===== src/rtl/fcmp_pkg.sv =====
package fcmp_pkg;
  localparam int SP_EXP  = 8;
  localparam int SP_FRAC = 23;
  localparam int DP_EXP  = 11;
  localparam int DP_FRAC = 52;

  localparam logic [11:0] OPC_SINGLE = 12'h0C1;
  localparam logic [11:0] OPC_DOUBLE = 12'h0C2;

  // predicate selectors: condition field bits 4:1
  localparam logic [3:0] PR_NEVER = 4'd0;
  localparam logic [3:0] PR_LT    = 4'd1;
  localparam logic [3:0] PR_EQ    = 4'd2;
  localparam logic [3:0] PR_LE    = 4'd3;
  localparam logic [3:0] PR_UN    = 4'd4;
  localparam logic [3:0] PR_ULT   = 4'd5;
  localparam logic [3:0] PR_UEQ   = 4'd6;
  localparam logic [3:0] PR_ULE   = 4'd7;
  localparam logic [3:0] PR_NE    = 4'd8;
  localparam logic [3:0] PR_ORD   = 4'd10;
  localparam logic [3:0] PR_UNE   = 4'd12;

  typedef struct packed {
    logic unord;
    logic lt;
    logic eq;
    logic gt;
    logic any_nan;
    logic any_snan;
  } rel_t;

  typedef struct packed {
    logic       fmt_ok;
    logic       is_dbl;
    logic [4:0] cond;
    logic [2:0] cd;
  } dec_t;
endpackage


===== src/rtl/fcmp_decode.sv =====
module fcmp_decode
  import fcmp_pkg::*;
(
  input  logic [31:0] insn,
  output dec_t        dec
);
  logic [11:0] opc;
  assign opc = insn[31:20];

  always_comb begin
    dec.is_dbl = (opc == OPC_DOUBLE);
    dec.fmt_ok = ((opc == OPC_SINGLE) || (opc == OPC_DOUBLE)) && (insn[4:3] == 2'b00);
    dec.cond   = insn[19:15];
    dec.cd     = insn[2:0];
  end
endmodule


===== src/rtl/fcmp_relate.sv =====
module fcmp_relate
  import fcmp_pkg::*;
#(
  parameter int EXP_W  = 8,
  parameter int FRAC_W = 23
) (
  input  logic [EXP_W+FRAC_W:0] lhs,
  input  logic [EXP_W+FRAC_W:0] rhs,
  output rel_t                  rel
);
  localparam int W = 1 + EXP_W + FRAC_W;

  logic              s_l, s_r;
  logic [EXP_W-1:0]  e_l, e_r;
  logic [FRAC_W-1:0] f_l, f_r;
  logic [W-2:0]      m_l, m_r;
  logic nan_l, nan_r, snan_l, snan_r, unord, zeros, same, lt_raw;

  assign s_l = lhs[W-1];
  assign s_r = rhs[W-1];
  assign e_l = lhs[W-2:FRAC_W];
  assign e_r = rhs[W-2:FRAC_W];
  assign f_l = lhs[FRAC_W-1:0];
  assign f_r = rhs[FRAC_W-1:0];
  assign m_l = lhs[W-2:0];
  assign m_r = rhs[W-2:0];

  assign nan_l  = (&e_l) && (|f_l);
  assign nan_r  = (&e_r) && (|f_r);
  assign snan_l = nan_l && !f_l[FRAC_W-1];
  assign snan_r = nan_r && !f_r[FRAC_W-1];
  assign unord  = nan_l || nan_r;
  assign zeros  = (m_l == '0) && (m_r == '0);
  assign same   = !unord && ((lhs == rhs) || zeros);

  always_comb begin
    unique case ({s_l, s_r})
      2'b10:   lt_raw = 1'b1;
      2'b01:   lt_raw = 1'b0;
      2'b00:   lt_raw = (m_l < m_r);
      default: lt_raw = (m_r < m_l);
    endcase
  end

  always_comb begin
    rel.unord    = unord;
    rel.eq       = same;
    rel.lt       = !unord && !same && lt_raw;
    rel.gt       = !unord && !same && !lt_raw;
    rel.any_nan  = unord;
    rel.any_snan = snan_l || snan_r;
  end
endmodule


===== src/rtl/fcmp_pred.sv =====
module fcmp_pred
  import fcmp_pkg::*;
(
  input  rel_t       rel,
  input  logic [4:0] cond,
  output logic       cond_ok,
  output logic       result,
  output logic       raise_inv
);
  always_comb begin
    cond_ok = 1'b1;
    result  = 1'b0;
    case (cond[4:1])
      PR_NEVER: result = 1'b0;
      PR_LT:    result = rel.lt;
      PR_EQ:    result = rel.eq;
      PR_LE:    result = rel.lt | rel.eq;
      PR_UN:    result = rel.unord;
      PR_ULT:   result = rel.unord | rel.lt;
      PR_UEQ:   result = rel.unord | rel.eq;
      PR_ULE:   result = rel.unord | rel.lt | rel.eq;
      PR_NE:    result = rel.lt | rel.gt;
      PR_ORD:   result = rel.lt | rel.eq | rel.gt;
      PR_UNE:   result = rel.unord | rel.lt | rel.gt;
      default:  cond_ok = 1'b0;
    endcase
    // odd codes are the signaling forms: any NaN traps
    raise_inv = cond[0] ? rel.any_nan : rel.any_snan;
  end
endmodule


===== src/rtl/fcmp_flagfile.sv =====
module fcmp_flagfile #(
  parameter int NFLAG = 8,
  localparam int IDX_W = $clog2(NFLAG)
) (
  input  logic             clk,
  input  logic             rst,
  input  logic             we,
  input  logic [IDX_W-1:0] widx,
  input  logic             wdata,
  input  logic [IDX_W-1:0] ridx,
  output logic             rdata
);
  logic [NFLAG-1:0] bits_q;

  always_ff @(posedge clk) begin
    if (rst) begin
      bits_q <= '0;
      rdata  <= 1'b0;
    end else begin
      if (we) bits_q[widx] <= wdata;
      rdata <= bits_q[ridx];
    end
  end

  // a flag written at one edge is visible on the read port one edge later
  p_wr_then_rd_r10: assert property (@(posedge clk) disable iff (rst)
    (we && (ridx == widx)) |=> ##1 (rdata == $past(wdata, 2)));
endmodule


===== src/rtl/fcmp_flag_unit.sv =====
module fcmp_flag_unit
  import fcmp_pkg::*;
#(
  parameter int DATA_W = 64,
  parameter int NFLAG  = 8,
  localparam int IDX_W = $clog2(NFLAG),
  localparam int SP_W  = 1 + SP_EXP + SP_FRAC,
  localparam int DP_W  = 1 + DP_EXP + DP_FRAC
) (
  input  logic              clk,
  input  logic              rst,
  input  logic              issue_valid,
  input  logic [31:0]       insn,
  input  logic [DATA_W-1:0] opnd_lhs,
  input  logic [DATA_W-1:0] opnd_rhs,
  input  logic              fpu_enable,
  input  logic [IDX_W-1:0]  flag_rd_idx,
  output logic              flag_rd_data,
  output logic              cmp_done,
  output logic              invalid_pulse,
  output logic              illegal_pulse,
  output logic              unit_off_fault
);
  dec_t dec;
  rel_t rel_sp, rel_dp, rel;
  logic cond_ok, result, raise_inv, legal, take, wr_en;

  fcmp_decode u_dec (.insn(insn), .dec(dec));

  generate
    if (SP_W <= DATA_W) begin : g_sp
      fcmp_relate #(.EXP_W(SP_EXP), .FRAC_W(SP_FRAC)) u_rel (
        .lhs(opnd_lhs[SP_W-1:0]), .rhs(opnd_rhs[SP_W-1:0]), .rel(rel_sp));
    end else begin : g_sp_none
      assign rel_sp = '0;
    end
    if (DP_W <= DATA_W) begin : g_dp
      fcmp_relate #(.EXP_W(DP_EXP), .FRAC_W(DP_FRAC)) u_rel (
        .lhs(opnd_lhs[DP_W-1:0]), .rhs(opnd_rhs[DP_W-1:0]), .rel(rel_dp));
    end else begin : g_dp_none
      assign rel_dp = '0;
    end
  endgenerate

  assign rel = dec.is_dbl ? rel_dp : rel_sp;

  fcmp_pred u_pred (
    .rel(rel), .cond(dec.cond), .cond_ok(cond_ok),
    .result(result), .raise_inv(raise_inv));

  assign legal = dec.fmt_ok && cond_ok;
  assign take  = issue_valid && fpu_enable;
  assign wr_en = take && legal;

  fcmp_flagfile #(.NFLAG(NFLAG)) u_flags (
    .clk(clk), .rst(rst), .we(wr_en), .widx(dec.cd[IDX_W-1:0]),
    .wdata(result), .ridx(flag_rd_idx), .rdata(flag_rd_data));

  always_ff @(posedge clk) begin
    if (rst) begin
      cmp_done       <= 1'b0;
      invalid_pulse  <= 1'b0;
      illegal_pulse  <= 1'b0;
      unit_off_fault <= 1'b0;
    end else begin
      cmp_done       <= wr_en;
      invalid_pulse  <= wr_en && raise_inv;
      illegal_pulse  <= take && !legal;
      unit_off_fault <= issue_valid && !fpu_enable;
    end
  end

  // at most one outcome pulse per issued compare
  p_one_outcome_r11: assert property (@(posedge clk) disable iff (rst)
    $onehot0({cmp_done, illegal_pulse, unit_off_fault}));
  // the exception pulse only accompanies a written result
  p_inv_with_done_r9: assert property (@(posedge clk) disable iff (rst)
    invalid_pulse |-> cmp_done);
  // completion only follows an issue
  p_done_after_issue_r10: assert property (@(posedge clk) disable iff (rst)
    cmp_done |-> $past(issue_valid));
  // the selected operand pair is in exactly one relation
  p_rel_exclusive_r3: assert property (@(posedge clk) disable iff (rst)
    $countones({rel.unord, rel.lt, rel.eq, rel.gt}) == 1);
  // disabled unit never completes
  p_off_no_write_r11: assert property (@(posedge clk) disable iff (rst)
    (issue_valid && !fpu_enable) |=> !cmp_done);
endmodule


===== config.mk =====
export PLATFORM = sky130hd
export DESIGN_NAME = fcmp_flag_unit
export DESIGN_NICKNAME = d
export VERILOG_FILES = /design/src/rtl/fcmp_pkg.sv /design/src/rtl/fcmp_decode.sv /design/src/rtl/fcmp_relate.sv /design/src/rtl/fcmp_pred.sv /design/src/rtl/fcmp_flagfile.sv /design/src/rtl/fcmp_flag_unit.sv
export SDC_FILE = /design/constraint.sdc
export NUM_CORES = 1
export LEC_CHECK = 0
export ABC_CLOCK_PERIOD_IN_PS = 3400
export CORE_ASPECT_RATIO = 0.8
export CORE_MARGIN = 5
export CORE_UTILIZATION = 36
export CTS_BUF_LIST = sky130_fd_sc_hd__clkbuf_2 sky130_fd_sc_hd__clkbuf_4 sky130_fd_sc_hd__clkbuf_8
export DETAILED_ROUTE_END_ITERATION = 7
export PLACE_DENSITY = 0.78
export REMOVE_ABC_BUFFERS = 1
export SKIP_LAST_GASP = 1
export SYNTH_ARGS = -nofsm -noshare
export SYNTH_HDL_FRONTEND = slang
export SYNTH_SLANG_ARGS = --single-unit

===== constraint.sdc =====
create_clock -name clk -period 3.4 [get_ports clk]
set_input_delay 1.02 -clock clk [delete_from_list [all_inputs] [get_ports clk]]
set_output_delay 1.02 -clock clk [all_outputs]
set_load 0.02 [all_outputs]

==> flow_metrics.py, run 1 <==
metrics = {
    "synth": {
        "synth.largest_area_cell": "ha_1",
        "synthSimpleGateAreaFrac_pct": 30.7,
        "synth_compound_gate_area_share_pct": 19.5,
        "synth_top_family_by_area": "simple AND/OR/NAND/NOR gates",
        "netlist_top_cells_area": "ha_1 29%, dfxtp_1 8.8%, inv_1 8.6%, nor4_1 8.3%, nand4_1 6.6%",
        "netlist_top_cells_count": "68 x ha_1, 68 x inv_1, 39 x nor4_1",
        "synthAdderAreaFrac_pct": 28.8,
        "synth_flop_cell": "dfxtp_1",
        "synthesis.instances": 404,
        "synth.mux.area_fraction_pct": 2.97,
        "async_reset_ff_share_pct": 0,
        "synth_cell_types": 52,
        "yosysSeqAreaShare_pct": 8.81,
        "ys_seq_elements": 13,
        "synth_area_um2": 2950,
        "yosys_warnings": 0,
        "syn_area_per_cell_um2": 7.31,
        "synth_xor_area_share_pct": 0.297,
        "netlist.area_leader.share_pct": 28.8,
        "synth_edf_count": 0,
    },
    "route": {
        "vias": 4461,
        "totalWireLength_um": 14500,
        "viasPerCell": 5.79,
        "dr.pass1.iters": 6,
        "drt-initial-drc-count": 255,
        "routedWlPerCell_um": 18.9,
        "drcViolationCount": 0,
        "drtAntennaViolNets": 0,
    },
    "power": {
        "power_density_nw_per_um2": 148,
        "p_leak_nw": 3.10,
        "ir_drop_uv": 124,
    },
    "critical_path": {
        "r2r_slack_ps": 2270,
        "critPathLaunchType": "input port",
        "rr_startpoint": "u_flags.bits_q[7]$_SDFFE_PP0P_",
        "r2r-end": "u_flags.rdata$_SDFF_PP0_",
        "arrival_ps": 3580,
        "crit_required_ps": 3530,
        "crit_type": "input port to flop",
        "endpoint_kind": "flop",
        "path_max_fanout": 8,
        "r2r_cells": 3,
    },
    "finish": {
        "stdcell_area_um2": 6190,
        "utilization_pct": 77.8,
        "area_growth_pct": 109,
        "drive_above_1_share_pct": 35.3,
        "finalNetCount": 898,
        "antennaDiodeCount": 0,
    },
    "timing": {
        "finalCritPeriodShare_pct": 102,
        "worstMarginPinSlew_ps": 398,
        "skew_ps": 2.39,
        "fin_ws_ps": -51.6,
        "max-slew-margin-rel_pct": 73.4,
        "hold_ws_ps": 538,
        "max_freq_ghz": 0.290,
        "rsz0062_at_grt": "yes",
        "drv_slew": 0,
        "fin_crit_ps": 3450,
        "hold_viol": 0,
        "setup_violations": 5,
    },
    "worst_hold_path": {
        "min_from": "u_flags.bits_q[1]$_SDFFE_PP0P_",
        "holdPathEnd": "u_flags.bits_q[1]$_SDFFE_PP0P_",
        "whs_path_depth": 2,
        "min_path_type": "flop to flop",
    },
    "clock_network": {
        "cts-htree-levels": 1,
        "cts_sinks": 13,
        "clockBufferDepth": 2,
        "clk_pin_slew_ps": 60,
        "cts_tree": "yes",
        "cts_root_buffer": "clkbuf_8",
        "numCtsBuffers": 3,
        "insertion_delay_ps": 250,
    },
    "global_routing": {
        "gr-usage-met2_pct": 43.3,
        "antenna_found_initial": 0,
        "met1_usage_pct": 27.4,
        "met3_usage_pct": 5.12,
        "grt_start_max_net_pins": 13,
        "grt_pass1_vias": 4515,
        "grtUsageTotal_pct": 23.6,
        "grt_pass1_wl_um": 20500,
        "overflow": 0,
        "busiest_layer": "met2",
    },
    "die": {
        "io_pins": 172,
        "rows": 29,
        "die-area_um2": 10100,
        "die_h_um": 91.0,
        "initial_core_util_pct": 37.2,
        "die_w_um": 111,
        "core_um2": 7950,
    },
    "outcome": {
        "violations": "negative setup slack",
        "status": "finished with violations",
    },
    "place": {
        "dp_hpwl_um": 10300,
        "dpl_cell_area_um2": 5350,
        "io_buffer_count": 161,
        "gp_congestion": 0.917,
    },
    "flow_run": {
        "drv_cap": 0,
    },
}
[critical path, stage by stage]
cell             delay, ps
clkdlybuf4s50_1        460
nor4_1                 400
nand4_1                270
nor4_1                 320
buf_4                  160
or2_2                  120
a31oi_1                 90
mux2_4                 350
nor4_2                 290
a21oi_1                100
[what timing repair did]
item                                    in CTS  in global routing
gates resized for setup                     94                182
setup buffers                                4                  4
hold buffers                                 0                  0
endpoints found under the setup margin       8                  8
pin swaps                                   40                 45
[worst max path at each step]
stage / slack, ps / depth (start not counted) / to / start
6_report: -50 / 10 / u_flags.bits_q[4]$_SDFFE_PP0P_ / opnd_lhs[15]
5_1_grt: -160 / 10 / u_flags.bits_q[4]$_SDFFE_PP0P_ / opnd_lhs[15]
4_1_cts: 3 / 12 / u_flags.bits_q[6]$_SDFFE_PP0P_ / opnd_rhs[4]
3_5_place_dp: -720 / 12 / u_flags.bits_q[6]$_SDFFE_PP0P_ / opnd_lhs[5]
3_3_place_gp: -590 / 12 / u_flags.bits_q[3]$_SDFFE_PP0P_ / opnd_rhs[13]
2_1_floorplan: 90 / 10 / u_flags.bits_q[2]$_SDFFE_PP0P_ / opnd_rhs[2]
[sequential cells by signal (all words and copies together) (netlist names)]
| name | cells |
|---|---|
| u_flags.rdata | 1 |
| illegal_pulse | 1 |
| u_flags.bits_q | 8 |
| invalid_pulse | 1 |
| unit_off_fault | 1 |
| cmp_done | 1 |
[where the power goes]
part | internal [mW] | switching (mW) | total [mW]
registers | 0.153 | 0.000182 | 0.153
logic | 0.339 | 0.270 | 0.609
clock network | 0.0910 | 0.0604 | 0.151
total | 0.583 | 0.331 | 0.914
[logic make-up after synthesis]
group,Yosys count
AO/OA/AOI/OAI,86
XOR/XNOR,1
adder cells (fa/ha/maj),68
buffers and inverters,70
flip-flops,13
multiplexers,6
AND/OR/NAND/NOR,160
[layer usage]
metal | vias to the layer above | wire, um
met5 | - | 0
met1 | 2106 | 5680
met2 | 235 | 7320
met3 | 63 | 922
met4 | 0 | 609
li1 | 2057 | -
[per-stage QoR]
stage                     power, mW  cells  setup WS, ps  setup TNS (ps)
after floorplan               0.325    402          90.2               0
after global placement        0.645    758          -591           -4790
after detailed placement      0.663    758          -716           -5560
after CTS                     0.828    766          3.43               0
after global routing          0.973    770          -162            -906
final                         0.914    770         -51.6            -172
[placed cells by master (no fill, tap or decap), drive strengths merged, types with 3 or more instances in the layout]
| master | count |
|---|---|
| clkdlybuf4s15 | 4 |
| a21oi | 33 |
| clkdlybuf4s50 | 59 |
| o31a | 3 |
| nor2 | 19 |
| nor3b | 5 |
| nand3 | 11 |
| nand2 | 19 |
| nand4 | 31 |
| clkbuf | 23 |
| a211oi | 4 |
| nor4 | 39 |
| o21ai | 13 |
| buf | 98 |
| nand2b | 4 |
| dlymetal6s2s | 54 |
| dfxtp | 13 |
| or2 | 3 |
| ha | 68 |
| and3 | 7 |
| dlygate4sd2 | 22 |
| o21bai | 8 |
| inv | 68 |
| nor3 | 10 |
| a21o | 6 |
[area by class of cell]
type                            count  area [um2]
Multi-Input combinational cell    321        3140
Timing Repair Buffer              256        2340
Fill cell                         519        1760
Sequential cell                    13         260
Inverter                           68         258
Tap cell                          108         135
Clock buffer                        4        48.8
Note: power is estimated with default switching activity, not from simulation.
==> run 2, diff against run 1 <==
--- a/config.mk
+++ b/config.mk
@@ -8,10 +8,11 @@
 export ABC_CLOCK_PERIOD_IN_PS = 3400
 export CORE_ASPECT_RATIO = 0.8
 export CORE_MARGIN = 5
-export CORE_UTILIZATION = 36
+export CORE_UTILIZATION = 30
 export CTS_BUF_LIST = sky130_fd_sc_hd__clkbuf_2 sky130_fd_sc_hd__clkbuf_4 sky130_fd_sc_hd__clkbuf_8
 export DETAILED_ROUTE_END_ITERATION = 7
-export PLACE_DENSITY = 0.78
+export GPL_TIMING_DRIVEN = 0
+export PLACE_DENSITY = 0.67
 export REMOVE_ABC_BUFFERS = 1
 export SKIP_LAST_GASP = 1
 export SYNTH_ARGS = -nofsm -noshare
==> constraint.sdc (replaced) <==
create_clock -name clk -period 3.4 [get_ports clk]
set_input_delay 1.02 -clock clk [delete_from_list [all_inputs] [get_ports clk]]
set_output_delay 1.02 -clock clk [all_outputs]
set_load 0.01 [all_outputs]
==> run 2 against run 1 <==
Net effect: the run still ends with negative setup slack left; combinational power decreased by 17%; flip-flop and latch count did not move; non-clock buffer count decreased by 75; routed wire length shrank 15%; highest routed layer unchanged.
==> flow_metrics.py, run 2 (synthesis results as in run 1) <==
metrics = {
    "outcome": {
        "status": "finished with violations",
        "violations": "negative setup slack",
    },
    "die": {
        "die_h_um": 98.7,
        "die_w_um": 121,
        "core_um2": 9650,
        "initial_core_util_pct": 30.6,
        "rows": 32,
        "die-area_um2": 11900,
        "io_pins": 172,
    },
    "clock_network": {
        "cts-htree-levels": 1,
        "cts_sinks": 13,
        "hold_buffers": 0,
        "cts_tree": "yes",
        "cts_root_buffer": "clkbuf_8",
        "insertion_delay_ps": 250,
        "clk_pin_slew_ps": 60,
        "numCtsBuffers": 3,
        "clockBufferDepth": 2,
    },
    "finish": {
        "multi_input_area_um2": 3000,
        "area_growth_pct": 89.2,
        "mostFrequentLayoutCells": "68 x clkdlybuf4s50_1, 58 x inv_1, 54 x dlymetal6s2s_1",
        "regMostFlops": "u_flags.bits_q",
        "largest_reg_flops": 8,
        "final_common_cell": "clkdlybuf4s50_1",
        "regArea_um2": 260,
        "fin_cells": 723,
        "drive_above_1_share_pct": 20.4,
        "finalNetCount": 823,
        "utilization_pct": 57.9,
        "nFillCells": 870,
        "antennaDiodeCount": 0,
    },
    "route": {
        "drt-initial-drc-count": 272,
        "dr.pass1.iters": 4,
        "totalWireLength_um": 12400,
        "drcViolationCount": 0,
        "viasPerCell": 5.40,
        "drtAntennaViolNets": 0,
        "vias": 3904,
        "routedWlPerCell_um": 17.1,
    },
    "timing": {
        "hold_ws_ps": 543,
        "skew_ps": 0.913,
        "fin_crit_ps": 3440,
        "worstMarginPinSlew_ps": 496,
        "drv_slew": 0,
        "fin_ws_ps": -41.5,
        "rsz0062_at_grt": "yes",
        "max-slew-margin-rel_pct": 66.7,
        "finalCritPeriodShare_pct": 101,
        "hold_viol": 0,
        "max_freq_ghz": 0.291,
        "setup_violations": 8,
    },
    "global_routing": {
        "grtUsageTotal_pct": 18.3,
        "grt_pass1_wl_um": 18500,
        "grt_start_max_net_pins": 13,
        "overflow": 0,
        "grt_pass1_vias": 3983,
        "antenna_found_initial": 0,
    },
    "critical_path": {
        "path_max_fanout": 8,
        "r2r_cells": 3,
        "crit_type": "input port to flop",
        "crit_required_ps": 3540,
        "critPathLaunchType": "input port",
        "arrival_ps": 3580,
        "endpoint_kind": "flop",
    },
    "worst_hold_path": {
        "min_path_type": "flop to flop",
        "whs_path_depth": 2,
    },
    "place": {
        "io_buffer_count": 161,
        "dp_hpwl_um": 9870,
        "dp.cells": 699,
        "gp_congestion": 0.928,
    },
    "flow_run": {
        "drv_cap": 0,
    },
    "power": {
        "ir_drop_uv": 98.0,
        "p_total_mw": 0.811,
        "power_density_nw_per_um2": 145,
        "p_leak_nw": 2.74,
    },
}
## run 2: changes by cell type in the layout (fill, tap and decap cells not counted), moves of 6 or more
cell / change
buf_4: -76
clkbuf_2: -16
dlygate4sd2_1: +12
ha_1: +12
clkdlybuf4s50_1: +9
ha_4: -9
inv_1: +7
inv_2: -6
nor4_2: +6
## run 2: final timing paths
check | from | to | slack (ps)
setup / recovery | opnd_lhs[17] | u_flags.bits_q[4]$_SDFFE_PP0P_ | -40
hold / removal | u_flags.bits_q[5]$_SDFFE_PP0P_ | u_flags.bits_q[5]$_SDFFE_PP0P_ | 540
setup reg to reg | u_flags.bits_q[7]$_SDFFE_PP0P_ | u_flags.rdata$_SDFF_PP0_ | 2310
hold reg to reg | u_flags.bits_q[5]$_SDFFE_PP0P_ | u_flags.bits_q[5]$_SDFFE_PP0P_ | 540
## run 2: per-stage QoR
| step | worst slack (ps) | TNS (ps) | area, um2 |
|---|---|---|---|
| finish | -41.5 | -137 | 5590 |
| global route | -124 | -891 | 5590 |
| CTS | -0.154 | -0.154 | 5040 |
| detailed placement | -794 | -6510 | 4730 |
| global placement | -722 | -5910 | 4730 |
| floorplan | 90.2 | 0 | 2950 |
## run 2: worst max-delay path, stage by stage
cell	delay, ps
clkdlybuf4s50_1	470
nor4_2	370
nand4_1	260
or2_2	390
o22ai_4	200
mux2i_1	110
mux2_4	340
nor4_2	330
a21oi_2	80
## run 2: what timing repair did
action,4_1_cts,5_1_grt
resized for setup,79,117
endpoints found under the setup margin,8,9
pin swaps,33,49
buffers inserted,12,9
## run 2: final cells by class
class,instances,area share (%)
clock buffer,4,0.874
inverter,68,4.57
multi-input combinational,321,53.6
sequential,13,4.66
tap,136,3.05
timing repair buffer,181,33.2
## run 2: routing by layer
metal  track usage [%]  vias to the layer above  wire length [um]
li1                  -                     1909                 -
met1              24.5                     1828              5450
met2              30.7                      156              5850
met3              4.19                       11               975
met4              2.70                        0               123
met5                 0                        -                 0
## run 2: where the power goes
group	switching, mW	internal, mW	leakage, nW
sequential	0.000273	0.153	0.105
combinational	0.228	0.276	2.61
clock	0.0633	0.0911	0.0262
total	0.291	0.520	2.74
